### config.mk
export PLATFORM = sky130hd
export DESIGN_NAME = rstw_ctrl
export DESIGN_NICKNAME = d
export VERILOG_FILES = /design/src/rtl/rstw_pkg.sv /design/src/rtl/rstw_sync.sv /design/src/rtl/rstw_wake_detect.sv /design/src/rtl/rstw_ctrl.sv
export SDC_FILE = /design/constraint.sdc
export NUM_CORES = 1
export LEC_CHECK = 0
export BUFFER_PORTS_ARGS = -buffer_cell sky130_fd_sc_hd__buf_4
export CAP_MARGIN = 5
export CORE_UTILIZATION = 50
export DETAILED_ROUTE_END_ITERATION = 10
export GPL_TIMING_DRIVEN = 1
export PLACE_DENSITY = 0.79
export SETUP_SLACK_MARGIN = 0.2
export SYNTH_ARGS = -nofsm -noshare
export SYNTH_HDL_FRONTEND = slang
export SYNTH_SLANG_ARGS = --single-unit
### constraint.sdc
create_clock -name clk -period 2.6 [get_ports clk]
set_clock_uncertainty 0.05 [all_clocks]
set_input_delay 0.65 -clock clk [delete_from_list [all_inputs] [get_ports clk]]
set_output_delay 0.65 -clock clk [all_outputs]
set_load 0.02 [all_outputs]
### src/rtl/rstw_pkg.sv
package rstw_pkg;
    typedef enum logic [1:0] {
        ST_RESET  = 2'd0,
        ST_RUN    = 2'd1,
        ST_SLEEP  = 2'd2,
        ST_SETTLE = 2'd3
    } rstw_state_e;
endpackage

### src/rtl/rstw_sync.sv
module rstw_sync #(
    parameter int W      = 2,
    parameter int STAGES = 2
) (
    input  logic         clk,
    input  logic         rst_n,
    input  logic [W-1:0] d,
    output logic [W-1:0] q
);
    for (genvar i = 0; i < W; i++) begin : g_bit
        logic [STAGES-1:0] chain;
        always_ff @(posedge clk or negedge rst_n) begin
            if (!rst_n) chain <= '1;
            else        chain <= {chain[STAGES-2:0], d[i]};
        end
        assign q[i] = chain[STAGES-1];
    end
endmodule

### src/rtl/rstw_wake_detect.sv
module rstw_wake_detect #(
    parameter int PB_W = 8
) (
    input  logic            clk,
    input  logic            rst_n,
    input  logic            load,
    input  logic [PB_W-1:0] pb_in,
    input  logic [PB_W-1:0] pb_is_input,
    input  logic [PB_W-1:0] wake_en,
    input  logic            iwake_mode,
    output logic            hit
);
    logic [PB_W-1:0] snap;
    logic [PB_W-1:0] mask;

    always_ff @(posedge clk or negedge rst_n) begin
        if (!rst_n)    snap <= '0;
        else if (load) snap <= pb_in;
    end

    for (genvar i = 0; i < PB_W; i++) begin : g_mask
        if (i == PB_W - 1) begin : g_top
            assign mask[i] = wake_en[i] & pb_is_input[i] & ~iwake_mode;
        end else begin : g_low
            assign mask[i] = wake_en[i] & pb_is_input[i];
        end
    end

    assign hit = |((pb_in ^ snap) & mask);

    AST_SNAP_HOLD: assert property (@(posedge clk) disable iff (!rst_n)
        !load |=> $stable(snap));
endmodule

### src/rtl/rstw_ctrl.sv
module rstw_ctrl
    import rstw_pkg::*;
#(
    parameter int PB_W       = 8,
    parameter int RST_TICKS  = 4,
    parameter int STAB_LONG  = 8,
    parameter int STAB_SHORT = 4
) (
    input  logic            clk,
    input  logic            por_n,
    input  logic            lvd_n,
    input  logic            pin_rst_n,
    input  logic            pin_rst_en,
    input  logic            slow_tick,
    input  logic            wdt_ovf,
    input  logic            sleep_stb,
    input  logic            clrwdt_stb,
    input  logic [PB_W-1:0] pb_in,
    input  logic [PB_W-1:0] pb_is_input,
    input  logic [PB_W-1:0] wake_en,
    input  logic            iwake_mode,
    input  logic            stab_sel,
    output logic            sys_rst_n,
    output logic            asleep,
    output logic            wake,
    output logic            to_flag,
    output logic            pd_flag
);
    localparam int MAXC = (RST_TICKS > STAB_LONG) ? RST_TICKS : STAB_LONG;
    localparam int CW   = $clog2(MAXC + 1);

    rstw_state_e     state, nxt;
    logic            to_q, pd_q, to_d, pd_d, wake_q, wake_d;
    logic [CW-1:0]   cnt, cnt_d, settle_last;
    logic            lvd_s, pin_s, pin_act, snap_ld, pin_hit;
    logic [1:0]      sync_q;

    rstw_sync #(.W(2), .STAGES(2)) u_sync (
        .clk   (clk),
        .rst_n (por_n),
        .d     ({lvd_n, pin_rst_n}),
        .q     (sync_q)
    );
    assign lvd_s   = sync_q[1];
    assign pin_s   = sync_q[0];
    assign pin_act = pin_rst_en & ~pin_s;

    rstw_wake_detect #(.PB_W(PB_W)) u_wake (
        .clk         (clk),
        .rst_n       (por_n),
        .load        (snap_ld),
        .pb_in       (pb_in),
        .pb_is_input (pb_is_input),
        .wake_en     (wake_en),
        .iwake_mode  (iwake_mode),
        .hit         (pin_hit)
    );

    assign settle_last = stab_sel ? CW'(STAB_SHORT - 1) : CW'(STAB_LONG - 1);

    // next state and flag updates
    always_comb begin
        nxt     = state;
        to_d    = to_q;
        pd_d    = pd_q;
        cnt_d   = cnt;
        wake_d  = 1'b0;
        snap_ld = 1'b0;
        if (!lvd_s) begin
            nxt = ST_RESET; to_d = 1'b1; pd_d = 1'b1; cnt_d = '0;
        end else if (pin_act) begin
            nxt = ST_RESET; cnt_d = '0;
            if (state == ST_SLEEP || state == ST_SETTLE) begin
                to_d = 1'b1; pd_d = 1'b0;
            end
        end else begin
            unique case (state)
                ST_RESET: begin
                    if (slow_tick) begin
                        if (cnt == CW'(RST_TICKS - 1)) begin
                            nxt = ST_RUN; cnt_d = '0;
                        end else begin
                            cnt_d = cnt + 1'b1;
                        end
                    end
                end
                ST_RUN: begin
                    if (wdt_ovf) begin
                        nxt = ST_RESET; to_d = 1'b0; pd_d = 1'b1; cnt_d = '0;
                    end else if (sleep_stb) begin
                        nxt = ST_SLEEP; to_d = 1'b1; pd_d = 1'b0; snap_ld = 1'b1;
                    end else if (clrwdt_stb) begin
                        to_d = 1'b1; pd_d = 1'b1;
                    end
                end
                ST_SLEEP: begin
                    if (wdt_ovf) begin
                        to_d = 1'b0; pd_d = 1'b0; cnt_d = '0;
                        nxt  = iwake_mode ? ST_SETTLE : ST_RESET;
                    end else if (pin_hit) begin
                        nxt = ST_RUN; to_d = 1'b1; pd_d = 1'b0; wake_d = 1'b1;
                    end
                end
                ST_SETTLE: begin
                    if (slow_tick) begin
                        if (cnt == settle_last) begin
                            nxt = ST_RUN; cnt_d = '0; wake_d = 1'b1;
                        end else begin
                            cnt_d = cnt + 1'b1;
                        end
                    end
                end
                default: nxt = ST_RESET;
            endcase
        end
    end

    // state register
    always_ff @(posedge clk or negedge por_n) begin
        if (!por_n) begin
            state  <= ST_RESET;
            to_q   <= 1'b1;
            pd_q   <= 1'b1;
            cnt    <= '0;
            wake_q <= 1'b0;
        end else begin
            state  <= nxt;
            to_q   <= to_d;
            pd_q   <= pd_d;
            cnt    <= cnt_d;
            wake_q <= wake_d;
        end
    end

    // outputs
    always_comb begin
        sys_rst_n = (state != ST_RESET);
        asleep    = (state == ST_SLEEP) || (state == ST_SETTLE);
        wake      = wake_q;
        to_flag   = to_q;
        pd_flag   = pd_q;
    end

    AST_LVD_RESETS: assert property (@(posedge clk) disable iff (!por_n)
        !lvd_s |=> (!sys_rst_n && to_flag && pd_flag));
    AST_WDT_RUN_FLAGS: assert property (@(posedge clk) disable iff (!por_n)
        (state == ST_RUN && wdt_ovf && lvd_s && !pin_act) |=> (!sys_rst_n && !to_flag && pd_flag));
    AST_SLEEP_FLAGS: assert property (@(posedge clk) disable iff (!por_n)
        (state == ST_RUN && sleep_stb && !wdt_ovf && lvd_s && !pin_act) |=> (asleep && to_flag && !pd_flag));
    AST_CLRWDT_FLAGS: assert property (@(posedge clk) disable iff (!por_n)
        (state == ST_RUN && clrwdt_stb && !sleep_stb && !wdt_ovf && lvd_s && !pin_act) |=> (to_flag && pd_flag));
    AST_IWAKE_NO_RESET: assert property (@(posedge clk) disable iff (!por_n)
        (state == ST_SLEEP && wdt_ovf && iwake_mode && lvd_s && !pin_act) |=> (sys_rst_n && asleep));
    AST_WAKE_FROM_SLEEP: assert property (@(posedge clk) disable iff (!por_n)
        $rose(wake) |-> ($past(state) == ST_SLEEP || $past(state) == ST_SETTLE));
endmodule

==> metrics.md, run 1 <==
| Metric | Value |
|---|---|
| Run status | finished clean |
| DR WL/cell | 12.8 um |
| Worst r2r src | state[0] |
| Final Hold Violating Endpoints | 0 |
| Die width | 52.2 um |
| Worst setup path startpoint | state[0] |
| Multiplexer share of the synthesized area | 9.14% |
| Crit path kind | reg2out |
| Number of post-CTS setup repair buffers | 0 |
| Avg Synthesized Cell Area | 10.2 um^2 |
| GP Congestion | between 0.7 and 0.8 |
| Post-DP Area | 1580 um^2 |
| Post-route insts no fill | 193 |
| Xor and xnor area share after synthesis | 6.95% |
| Max-cap violation count | 0 |
| Worst-margin pin slew | between 0.4 and 0.5 ns |
| PD cells | 404 nW/um^2 |
| Area contributors post-synth | dfrtp_1, dfstp_2, mux2_1 |
| Via/cell ratio | 5.41 |
| CP endpoint kind | output port |
| Slew HR | about 70% |
| Iter 0 DRT Violations | 20 |
| CP arrival | 1.52 ns |
| Largest net degree at the start of global routing | 22 |
| Post-synthesis adder-cell area fraction | 5.96% |
| Ys Warns | 0 |
| Mapped Nets | 164 |
| TritonCTS buffer count | 3 |
| Final setup fails | 0 |
| Leading area contributor after synthesis | dfrtp_1 |
| Initial antenna violation count | 0 |
| HPWL after DPL | 2040 um |
| Fraction of registers with async set/reset | 100% |
| P_leak | 0.804 nW |
| Layout cells sized above 1 | about a third |
| NumNets Final | between 200 and 250 |
| Worst skew pair latency | 0.30 ns |
| Fin area | 1610 um^2 |
| CP Launch Type | flip-flop |
| Port Buffers | 39 |
| Yosys top cell area share | 29.8% |
| Post-Synthesis Cell Area | roughly 1300 um^2 |
| Ports | 40 |
| Worst min path class | in2async |
| CORE AREA | roughly 2300 um^2 |
| First-pass GRT wire length | 4160 um |
| GRT Resource Usage Total | 20.9% |
| # DRC | 0 |
| Post-synthesis cell type count | 39 |
| Initial core utilization | 54.8% |
| Drt pass-1 iters | 4 |
| Clock Tree Root | clkbuf_4 |
| Hold_buf cts | 0 |
| N_diodes | 0 |
| Clk sinks | 21 |
| Post-synthesis compound-gate area fraction | 13.7% |
| Area Overhead vs Synth | 27.7% |
| Crit share post-route | a little under nine tenths |
| RSZ-0062 raised after global routing | no |
| CTS tree | built |
| Post-synth EDFFs | 0 |
| CP max FO | 7 |
| # placed instances | about 190 |
| Die area | 2720 um^2 |
| Cells after synthesis | 123 |
| Worst EP required | 1.90 ns |
| Main synth FF type | dfrtp_1 |
| WL final | 2480 um |
| Pwr Total | 0.649 mW |
| Die height | 52.2 um |
| Slew Limit Fails | 0 |
| Post-cts sizing count | 0 |
| Peak VDD IR | 345 uV |
| Detail Route Antenna Nets | 0 |
| Total grt overflow | 0 |
| Main combinational cell family by area after synthesis | simple AND/OR/NAND/NOR gates |
| Num rows | 17 |
| Simple-gate share of the synthesized area | 19.2% |
| #FFs+latches synth | 21 |
| Fmax | about 450 MHz |
| Vias post-DR | approximately 1000 |
| Final period demand of the worst path | 2.22 ns |
| Max Root-Sink Buffers | 2 |
| Vias in the first global route | 1010 |
| Sum Neg Setup Slack | 0 ns |
| Seq/Total Area, Yosys | 42.3% |
| # H-tree levels | 1 |
| CTS clk-pin slew, worst paths | between 0.1 and 0.15 ns |
[layout by cell type (no fill, tap or decap), drive strengths merged, types with 2 or more instances in the layout]
master | netlist | routed
a21oi | 3 | 3
xnor2 | 6 | 6
nand3 | 5 | 5
or3 | 2 | 2
nor2 | 3 | 3
inv | 8 | 8
nand2b | 5 | 5
xor2 | 4 | 4
buf | 1 | 39
dfstp | 6 | 6
clkbuf | 0 | 4
o22ai | 4 | 4
mux2 | 9 | 9
o21ai | 9 | 9
ha | 6 | 6
and3 | 3 | 3
nor3 | 2 | 2
nand2 | 16 | 16
dfrtp | 15 | 15
and2 | 2 | 2
[final cells by class]
type                            instances  area (um^2)
Timing Repair Buffer                   39          293
Sequential cell                        21          533
Multi-Input combinational cell         93          692
Tap cell                               28         35.0
Fill cell                             175          688
Clock buffer                            4         26.3
Inverter                                8         30.0
[registers in the layout (all words and copies together), names as in the netlist]
name	count
to_flag	1
u_sync.g_bit.chain	4
cnt	4
state	2
u_wake.snap	8
pd_flag	1
wake	1
[routing by layer]
layer | GRT usage [%] | vias up | wire length (um)
li1 | - | 517 | -
met1 | 26.3 | 493 | 1090
met2 | 36.5 | 33 | 1280
met3 | 3.48 | 2 | 100
met4 | 6.58 | 0 | 16
met5 | 0 | - | 0
[stage by stage]
step	hold WS (ns)	util (%)	worst slack, ns
floorplan	0.295	-	0.775
finish	0.153	70.0	0.378
CTS	0.163	70.0	0.380
global route	0.160	70.0	0.275
global placement	0.296	68.9	0.569
detailed placement	0.299	68.9	0.526
[synthesized netlist by cell type, types with 2 or more instances]
| master | instances |
|---|---|
| nand2_1 | 16 |
| dfrtp_1 | 15 |
| inv_1 | 8 |
| mux2_1 | 8 |
| o21ai_0 | 8 |
| dfstp_2 | 6 |
| ha_1 | 6 |
| xnor2_1 | 6 |
| nand3_1 | 5 |
| o22ai_1 | 4 |
| xor2_1 | 4 |
| and3_1 | 3 |
| nand2b_1 | 3 |
| nor2_1 | 3 |
| a21oi_1 | 2 |
| nor3_1 | 2 |
| or3_1 | 2 |
[worst max-delay path, cell delays in order (launching register included)]
cell and delay [ns]:
dfrtp_1 0.39, inv_1 0.11, ha_1 0.31, nor2_1 0.19, inv_1 0.06, buf_4 0.15
[kinds of logic after synthesis]
kind of cell | count (synthesis)
fa+ha+maj | 6
compound gates | 25
buf+inv | 9
simple gates | 42
mux | 10
flops | 21
xor+xnor | 10
[power breakdown]
| part | total [mW] | leakage [nW] | internal, mW | switching (mW) |
|---|---|---|---|---|
| Clock | 0.154 | 0.0150 | 0.0596 | 0.0945 |
| Sequential | 0.362 | 0.270 | 0.349 | 0.0130 |
| Combinational | 0.133 | 0.518 | 0.0733 | 0.0596 |
[final timing paths]
| path | to | slack (ns) | depth (start not counted) |
|---|---|---|---|
| max in group asynchronous | u_sync.g_bit[0].chain[1] | 2.07 | 1 |
| hold reg to reg | u_sync.g_bit[0].chain[1] | 0.32 | 0 |
| hold / removal | state[0] | 0.15 | 1 |
| setup / recovery | asleep | 0.38 | 5 |
| min in group clk | u_sync.g_bit[0].chain[1] | 0.32 | 0 |
| setup reg to reg | pd_flag | 0.54 | 6 |
(Power assumes the default switching activity.)
==> run 2: changes to the inputs <==
GPL_TIMING_DRIVEN = 0   (was 1)
PLACE_DENSITY = 0.78   (was 0.79)
SYNTH_HIERARCHICAL = 1   (was unset)
clock period = 2.15 ns   (was 2.6 ns; I/O delays follow)
==> run 2 against run 1 <==
Net effect: register-to-register slack lost 0.47 ns; cell area grew 10%; sequential share of layout area shrank 3.0 points; critical path depth grew 2; combinational power grew 4%; first-iteration DRC count grew 40%; die area grew 1.8%; sequential power grew 15%; worst setup slack lost 0.31 ns; total power grew 15%; synthesized cell count grew 4.9%; utilization grew 6.5 points; critical path type is now reg2reg.
==> metrics.md, run 2 <==
| Metric | Value |
|---|---|
| Via/cell ratio | 5.72 (+5.6%) |
| # placed instances | 196 (+3.7%) |
| Die width | 52.7 um (+0.90%) |
| Worst min path class | in2async |
| Largest net degree at the start of global routing | 22 (unchanged) |
| Most frequent cells after synthesis | dfrtp_1, nand2_1, mux2_2, xnor2_1 |
| Commonest cells after routing, fill and taps aside | buf_4, nand2_1, dfrtp_1, mux2_2 |
| Main synth FF type | dfrtp_1 |
| Fillers | 171 (-2.3%) |
| Die area | 2770 um^2 (+1.8%) |
| TritonCTS buffer count | 3 (unchanged) |
| Flop pwr share | 55.6% (-0.2 points) |
| Pwr Total | 0.749 mW (+15%) |
| Yosys top cell area share | 29.2% (-0.55 points) |
| Max reg flops | 8 (unchanged) |
| Max-cap violation count | 0 (unchanged) |
| Post-synth EDFFs | 0 (unchanged) |
| Final setup fails | 0 (unchanged) |
| Post-synthesis cell type count | 43 (+10%) |
| Area contributors post-synth | dfrtp_1, dfstp_2, mux2_2 |
| Vias in the first global route | 1152 (+14%) |
| Leading area contributor after synthesis | dfrtp_1 |
| Drt pass-1 iters | 4 (unchanged) |
| Slew HR | 72.8% (+1.9 points) |
| GRT Resource Usage Total | 24.7% (+3.8 points) |
| Hold_buf cts | 0 (unchanged) |
| Cells after synthesis | 129 (+4.9%) |
| Run status | finished clean |
| GP Congestion | 0.852 (+7.0%) |
| Seq/Total Area, Yosys | 41.5% (-0.78 points) |
| Final period demand of the worst path | 2.08 ns |
| Post-Synthesis Cell Area | 1280 um^2 (+1.9%) |
| NumNets Final | 220 (+6.3%) |
| CP max FO | 3 (-4) |
| Detail Route Antenna Nets | 0 (unchanged) |
| PD cells | 422 nW/um^2 (+4.6%) |
| Vias post-DR | 1178 (+13%) |
| WL final | 3080 um (+24%) |
| Internal | 0.561 mW (+16%) |
| Commonest non-fill, non-tap cell in the layout | buf_4 |
| CP endpoint kind | flip-flop |
| Mapped Nets | 170 (+3.7%) |
| Largest registers | u_wake/snap x8, cnt x4, u_sync/g_bit.chain x4 |
| CP arrival | 2.29 ns (+0.77 ns) |
| Ports | 40 (unchanged) |
| Worst-margin pin slew | 0.408 ns (-0.0298 ns) |
| Port Buffers | 39 (unchanged) |
| P_leak | 0.819 nW (+1.9%) |
| Initial antenna violation count | 0 (unchanged) |
| Ys Warns | 6 (+6) |
| Peak VDD IR | 334 uV (-3.3%) |
| Avg Synthesized Cell Area | 9.95 um^2 (-2.9%) |
| # DRC | 0 (unchanged) |
| Sw Share | 25.0% (-0.72 points) |
| Clock Tree Root | clkbuf_4 |
| Area Overhead vs Synth | 38.2% |
| Clk sinks | 21 (unchanged) |
| Logic pwr share | 18.5% (-2.0 points) |
| Sum Neg Setup Slack | 0 ns (unchanged) |
| CTS clk-pin slew, worst paths | 0.12 ns (about the same) |
| Num rows | 17 (unchanged) |
| #FFs+latches synth | 21 (unchanged) |
| N_diodes | 0 (unchanged) |
| Total grt overflow | 0 (unchanged) |
| CORE AREA | 2320 um^2 (+0.93%) |
| # H-tree levels | 1 (unchanged) |
| RSZ-0062 raised after global routing | yes |
| CP Launch Type | flip-flop |
| DR WL/cell | 14.9 um (+16%) |
| Slew Limit Fails | 0 (unchanged) |
| Clock power share | 25.9% (+2.2 points) |
| First-pass GRT wire length | 4950 um (+19%) |
| Worst EP required | 2.35 ns (+0.45 ns) |
| Layout cells sized above 1 | 46.6% (+13 points) |
| Worst skew pair latency | 0.31 ns (about the same) |
| CTS tree | built |
| Iter 0 DRT Violations | 28 (+40%) |
| Final Hold Violating Endpoints | 0 (unchanged) |
| Die height | 52.7 um (+0.90%) |
| HPWL after DPL | 2310 um (+14%) |
| Crit share post-route | a little over nine tenths |
| Crit path kind | reg2reg |
| Worst Slack Setup Final | 0.0655 ns (-0.313 ns) |
| Largest Register | u_wake/snap |
| NetSw | 0.187 mW (+12%) |
| Max Root-Sink Buffers | 2 (unchanged) |
| Fraction of registers with async set/reset | 100% (unchanged) |
| Top-count cell post-synth | dfrtp_1 |
| Initial core utilization | 55.4% (+0.52 points) |
| Fmax | 480 MHz |
| Pre-CTS setup slack | -0.212 ns (-0.738 ns) |
| Post-route insts no fill | 206 (+6.7%) |
==> run 2: cell types whose count changed after synthesis, sizes merged, moves of 3 or more <==
cell | previous run | this run
nor2 | 3 | 6
a21oi | 3 | 6
xor2 | 4 | 1
o21ai | 9 | 5
==> run 2: power by group through the flow <==
| stage | Combinational [mW] | Sequential (mW) | Clock, mW |
|---|---|---|---|
| 5_1_grt | 0.150 | 0.418 | 0.221 |
| 3_5_place_dp | 0.126 | 0.423 | 0 |
| 2_1_floorplan | 0.0510 | 0.422 | 0 |
| 3_3_place_gp | 0.121 | 0.422 | 0 |
| 4_1_cts | 0.133 | 0.416 | 0.199 |
| 6_report | 0.138 | 0.416 | 0.194 |
==> run 2: layer usage <==
metal / global-route usage, % / vias up / routed length (um)
met1: 29.7 / 581 / 1260
met2: 45.4 / 41 / 1670
met3: 4.35 / 2 / 134
met4: 5.26 / 0 / 14
li1: - / 554 / -
met5: 0 / - / 0
==> run 2: final timing paths <==
path | start | slack [ns] | depth (start not counted) | to
setup / recovery | u_wake/snap[6] | 0.07 | 7 | pd_flag
max in group asynchronous | por_n | 1.74 | 1 | u_sync/g_bit[1].chain[0]
setup reg to reg | u_wake/snap[6] | 0.07 | 7 | pd_flag
hold reg to reg | u_sync/g_bit[0].chain[0] | 0.31 | 0 | u_sync/g_bit[0].chain[1]
min in group clk | pin_rst_n | 0.27 | 1 | u_sync/g_bit[0].chain[0]
hold / removal | por_n | 0.04 | 1 | u_wake/snap[1]
==> run 2: kinds of logic (layout without fill, tap and decap cells) <==
| kind of cell | Yosys count | in the layout | share of synthesized area [%] |
|---|---|---|---|
| xor+xnor | 9 | 9 | 6.73 |
| flops | 21 | 21 | 41.5 |
| buf+inv | 10 | 59 | 3.61 |
| compound gates | 24 | 24 | 12.8 |
| simple gates | 49 | 49 | 21.0 |
| mux | 10 | 10 | 8.58 |
| fa+ha+maj | 6 | 6 | 5.85 |
==> run 2: worst max-delay path, stage by stage (launching register included) <==
cell	delay [ns]
dfrtp_1	0.41
xnor2_1	0.17
o22ai_1	0.10
or4_4	0.55
nand2b_4	0.16
a21o_1	0.22
a221oi_2	0.22
a311o_1	0.16
==> run 2: cell type report <==
type	instances	area (um^2)	share of cell area (%)
clock buffer	4	26.3	1.48
timing repair buffer	45	345	19.5
multi-input combinational	98	787	44.4
buffer	4	23.8	1.34
sequential	21	534	30.1
inverter	6	22.5	1.27
tap	28	35.0	1.97
==> run 2: per-stage QoR <==
step,util [%],hold WS (ns),instance area [um^2]
after floorplan,-,0.192,1310
after global placement,70.4,0.296,1630
after detailed placement,70.4,0.297,1630
after CTS,74.0,0.0449,1720
after global routing,76.5,0.0322,1770
final,76.5,0.0373,1770
==> run 2: what timing repair did <==
item	in CTS	in global routing
setup endpoints to repair	6	6
pin swaps	9	6
gates resized for setup	8	8
buffers inserted	3	3
==> run 3: changes to the inputs <==
CTS_CLUSTER_SIZE = 30   (was unset)
PLACE_DENSITY = 0.79   (was 0.78)
SYNTH_HIERARCHICAL = unset   (was 1)
clock period = 1.99 ns   (was 2.15 ns; I/O delays follow)
==> run 3 against run 2 <==
Net effect: register-to-register slack improved by 0.09 ns; utilization rose by 3.4 points; global-route usage fell by 1.3 points; fmax rose by 13%; cell area rose by 3.5%; critical path depth did not move; hold slack got worse by 0.037 ns; first-iteration DRC count rose by 39%; total power rose by 18%; count of clock-buffer cells in the layout did not move; combinational power rose by 47%; largest cell class unchanged; highest routed layer unchanged.
==> metrics.md, run 3 (synthesis results as in run 1) <==
| Metric | Value |
|---|---|
| Run status | finished clean |
| Max-cap violation count | 0 (unchanged) |
| Met1 WL | 1340 um (+6.1%) |
| Worst min path class | in2async |
| CP endpoint kind | flip-flop |
| # H-tree levels | 1 (unchanged) |
| Worst skew pair latency | 0.30 ns (about the same) |
| PD cells | 482 nW/um^2 (+14%) |
| First-pass GRT wire length | 4610 um (-6.8%) |
| Commonest cells after routing, fill and taps aside | buf_4, nand2_1, dfrtp_1, mux2_1 |
| CP arrival | 2.04 ns (-0.25 ns) |
| Iter 0 DRT Violations | 39 (+39%) |
| Crit share post-route | 92.4% (-4.6 points) |
| Clock power share | 23.3% (-2.6 points) |
| Final period demand of the worst path | 1.84 ns (-0.246 ns) |
| CTS tree | built |
| Final setup fails | 0 (unchanged) |
| Slew Limit Fails | 0 (unchanged) |
| Max Root-Sink Buffers | 2 (unchanged) |
| HPWL after DPL | 1990 um (-14%) |
| Reg2reg path depth | 7 (unchanged) |
| Largest registers | u_wake.snap x8, cnt x4, u_sync.g_bit.chain x4 |
| Top Layer Used | met4 |
| Final Util | 79.9% (+3.4 points) |
| Sw Share | 27.2% (+2.1 points) |
| Slew HR | 63.1% (-9.7 points) |
| Reg2reg end | state[0] |
| Worst r2r src | state[1] |
| Final Hold Violating Endpoints | 0 (unchanged) |
| Commonest non-fill, non-tap cell in the layout | buf_4 |
| Logic pwr share | 22.9% (+4.4 points) |
| Via/cell ratio | 5.49 (-4.0%) |
| GP Congestion | 0.879 (+3.2%) |
| Pwr Total | 0.885 mW (+18%) |
| Crit path kind | reg2reg |
| Die height | 52.2 um (-0.89%) |
| Worst EP required | 2.19 ns (-0.16 ns) |
| Worst Slack Setup Final | 0.151 ns (+0.0859 ns) |
| Initial core utilization | 54.8% (-0.52 points) |
| DR WL/cell | 15.2 um (+1.7%) |
| WL final | 3130 um (+1.7%) |
| # DRC | 0 (unchanged) |
| Initial antenna violation count | 0 (unchanged) |
| Total grt overflow | 0 (unchanged) |
| Num rows | 17 (unchanged) |
| Sum Neg Setup Slack | 0 ns (unchanged) |
| CORE AREA | 2300 um^2 (-0.92%) |
| Largest net degree at the start of global routing | 22 (unchanged) |
| Area Overhead vs Synth | 45.7% |
| Peak VDD IR | 416 uV (+25%) |
| TritonCTS buffer count | 3 (unchanged) |
| NetSw | 0.240 mW (+28%) |
| P_leak | 0.873 nW (+6.7%) |
| Die width | 52.2 um (-0.89%) |
| Pre-CTS setup slack | 0.0384 ns (+0.250 ns) |
| Slowest cell on the critical path | dfrtp_2 |
| Detail Route Antenna Nets | 0 (unchanged) |
| Vias in the first global route | 1070 (-7.1%) |
| Worst reg2reg setup slack | 0.15 ns (+0.09 ns) |
| Clk sinks | 21 (unchanged) |
| Worst-margin pin slew | 0.554 ns (+0.146 ns) |
| Clock Tree Root | clkbuf_4 |
| RSZ-0062 raised after global routing | yes |
| CP peak stage delay | 0.48 ns (-0.07 ns) |
| CP max FO | 4 (+1) |
| GRT Resource Usage Total | 23.4% (-1.3 points) |
| Layout cells sized above 1 | 48.9% (+2.2 points) |
| CTS clk-pin slew, worst paths | 0.12 ns (about the same) |
| CP Launch Type | flip-flop |
| Die area | 2720 um^2 (-1.8%) |
| NumNets Final | 220 (unchanged) |
| Max reg flops | 8 (unchanged) |
| N_diodes | 0 (unchanged) |
| WL met3 | 131 um (-2.2%) |
| Ports | 40 (unchanged) |
| Drt pass-1 iters | 4 (unchanged) |
| Final hold slack | 0.000388 ns (-0.0369 ns) |
| Fmax | 544 MHz (+13%) |
| Flop pwr share | 53.7% (-1.9 points) |
| Vias post-DR | 1131 (-4.0%) |
| Internal | 0.645 mW (+15%) |
| Met2 wire len | 1640 um (-1.3%) |
| Largest Register | u_wake.snap |
| Port Buffers | 39 (unchanged) |
| Worst-path cell chain | inv_4 > ha_4 > o21bai_1 > o21ai_1 > a221o_1 > mux2i_1 > and3_4 |
[run 3: layout make-up]
cell class / instances / area [um^2]
repair buffers: 51 / 394
fillers: 145 / 462
multi-input cells: 93 / 798
flip-flops and latches: 21 / 536
well taps: 28 / 35.0
plain buffers: 1 / 11.3
inverters: 8 / 35.0
clock buffers: 4 / 26.3
[run 3: power groups by stage]
stage	registers (mW)	clock network (mW)	logic, mW
after floorplan	0.482	0	0.0834
after global placement	0.480	0	0.170
after detailed placement	0.482	0	0.177
after CTS	0.475	0.214	0.181
after global routing	0.479	0.229	0.221
final	0.476	0.207	0.203
[run 3: worst max path at each step]
stage          cells past startpoint      from  endpoint
4_1_cts                            4  state[1]    asleep
5_1_grt                            7  state[1]  state[0]
3_3_place_gp                       6  pb_in[4]   pd_flag
6_report                           7  state[1]  state[0]
2_1_floorplan                      7  state[1]   pd_flag
3_5_place_dp                       6  pb_in[4]   pd_flag
[run 3: timing repair]
item                       CTS  global route
gates resized for setup     11            24
hold buffers                 0             0
gates cloned                 0             0
setup buffers                4             8
pin swaps                    0            13
setup endpoints to repair   14            17
[run 3: metal layers]
| metal | vias to the layer above | GRT usage [%] |
|---|---|---|
| met1 | 544 | 27.8 |
| met3 | 2 | 3.48 |
| met4 | 0 | 7.89 |
| li1 | 545 | - |
| met2 | 40 | 42.7 |
| met5 | - | 0 |
[run 3: worst max-delay path, delay by kind of cell, from the launching register on]
family,cells,cell delay (ns)
fa+ha+maj,1,0.17
mux,1,0.17
buf+inv,1,0.08
compound gates,3,0.66
flops,1,0.48
simple gates,1,0.19
[run 3: through the flow]
step | cell area, um^2 | cells
2_1_floorplan | 1260 | 123
3_3_place_gp | 1590 | 190
3_5_place_dp | 1590 | 190
4_1_cts | 1680 | 198
5_1_grt | 1840 | 206
6_report | 1840 | 206
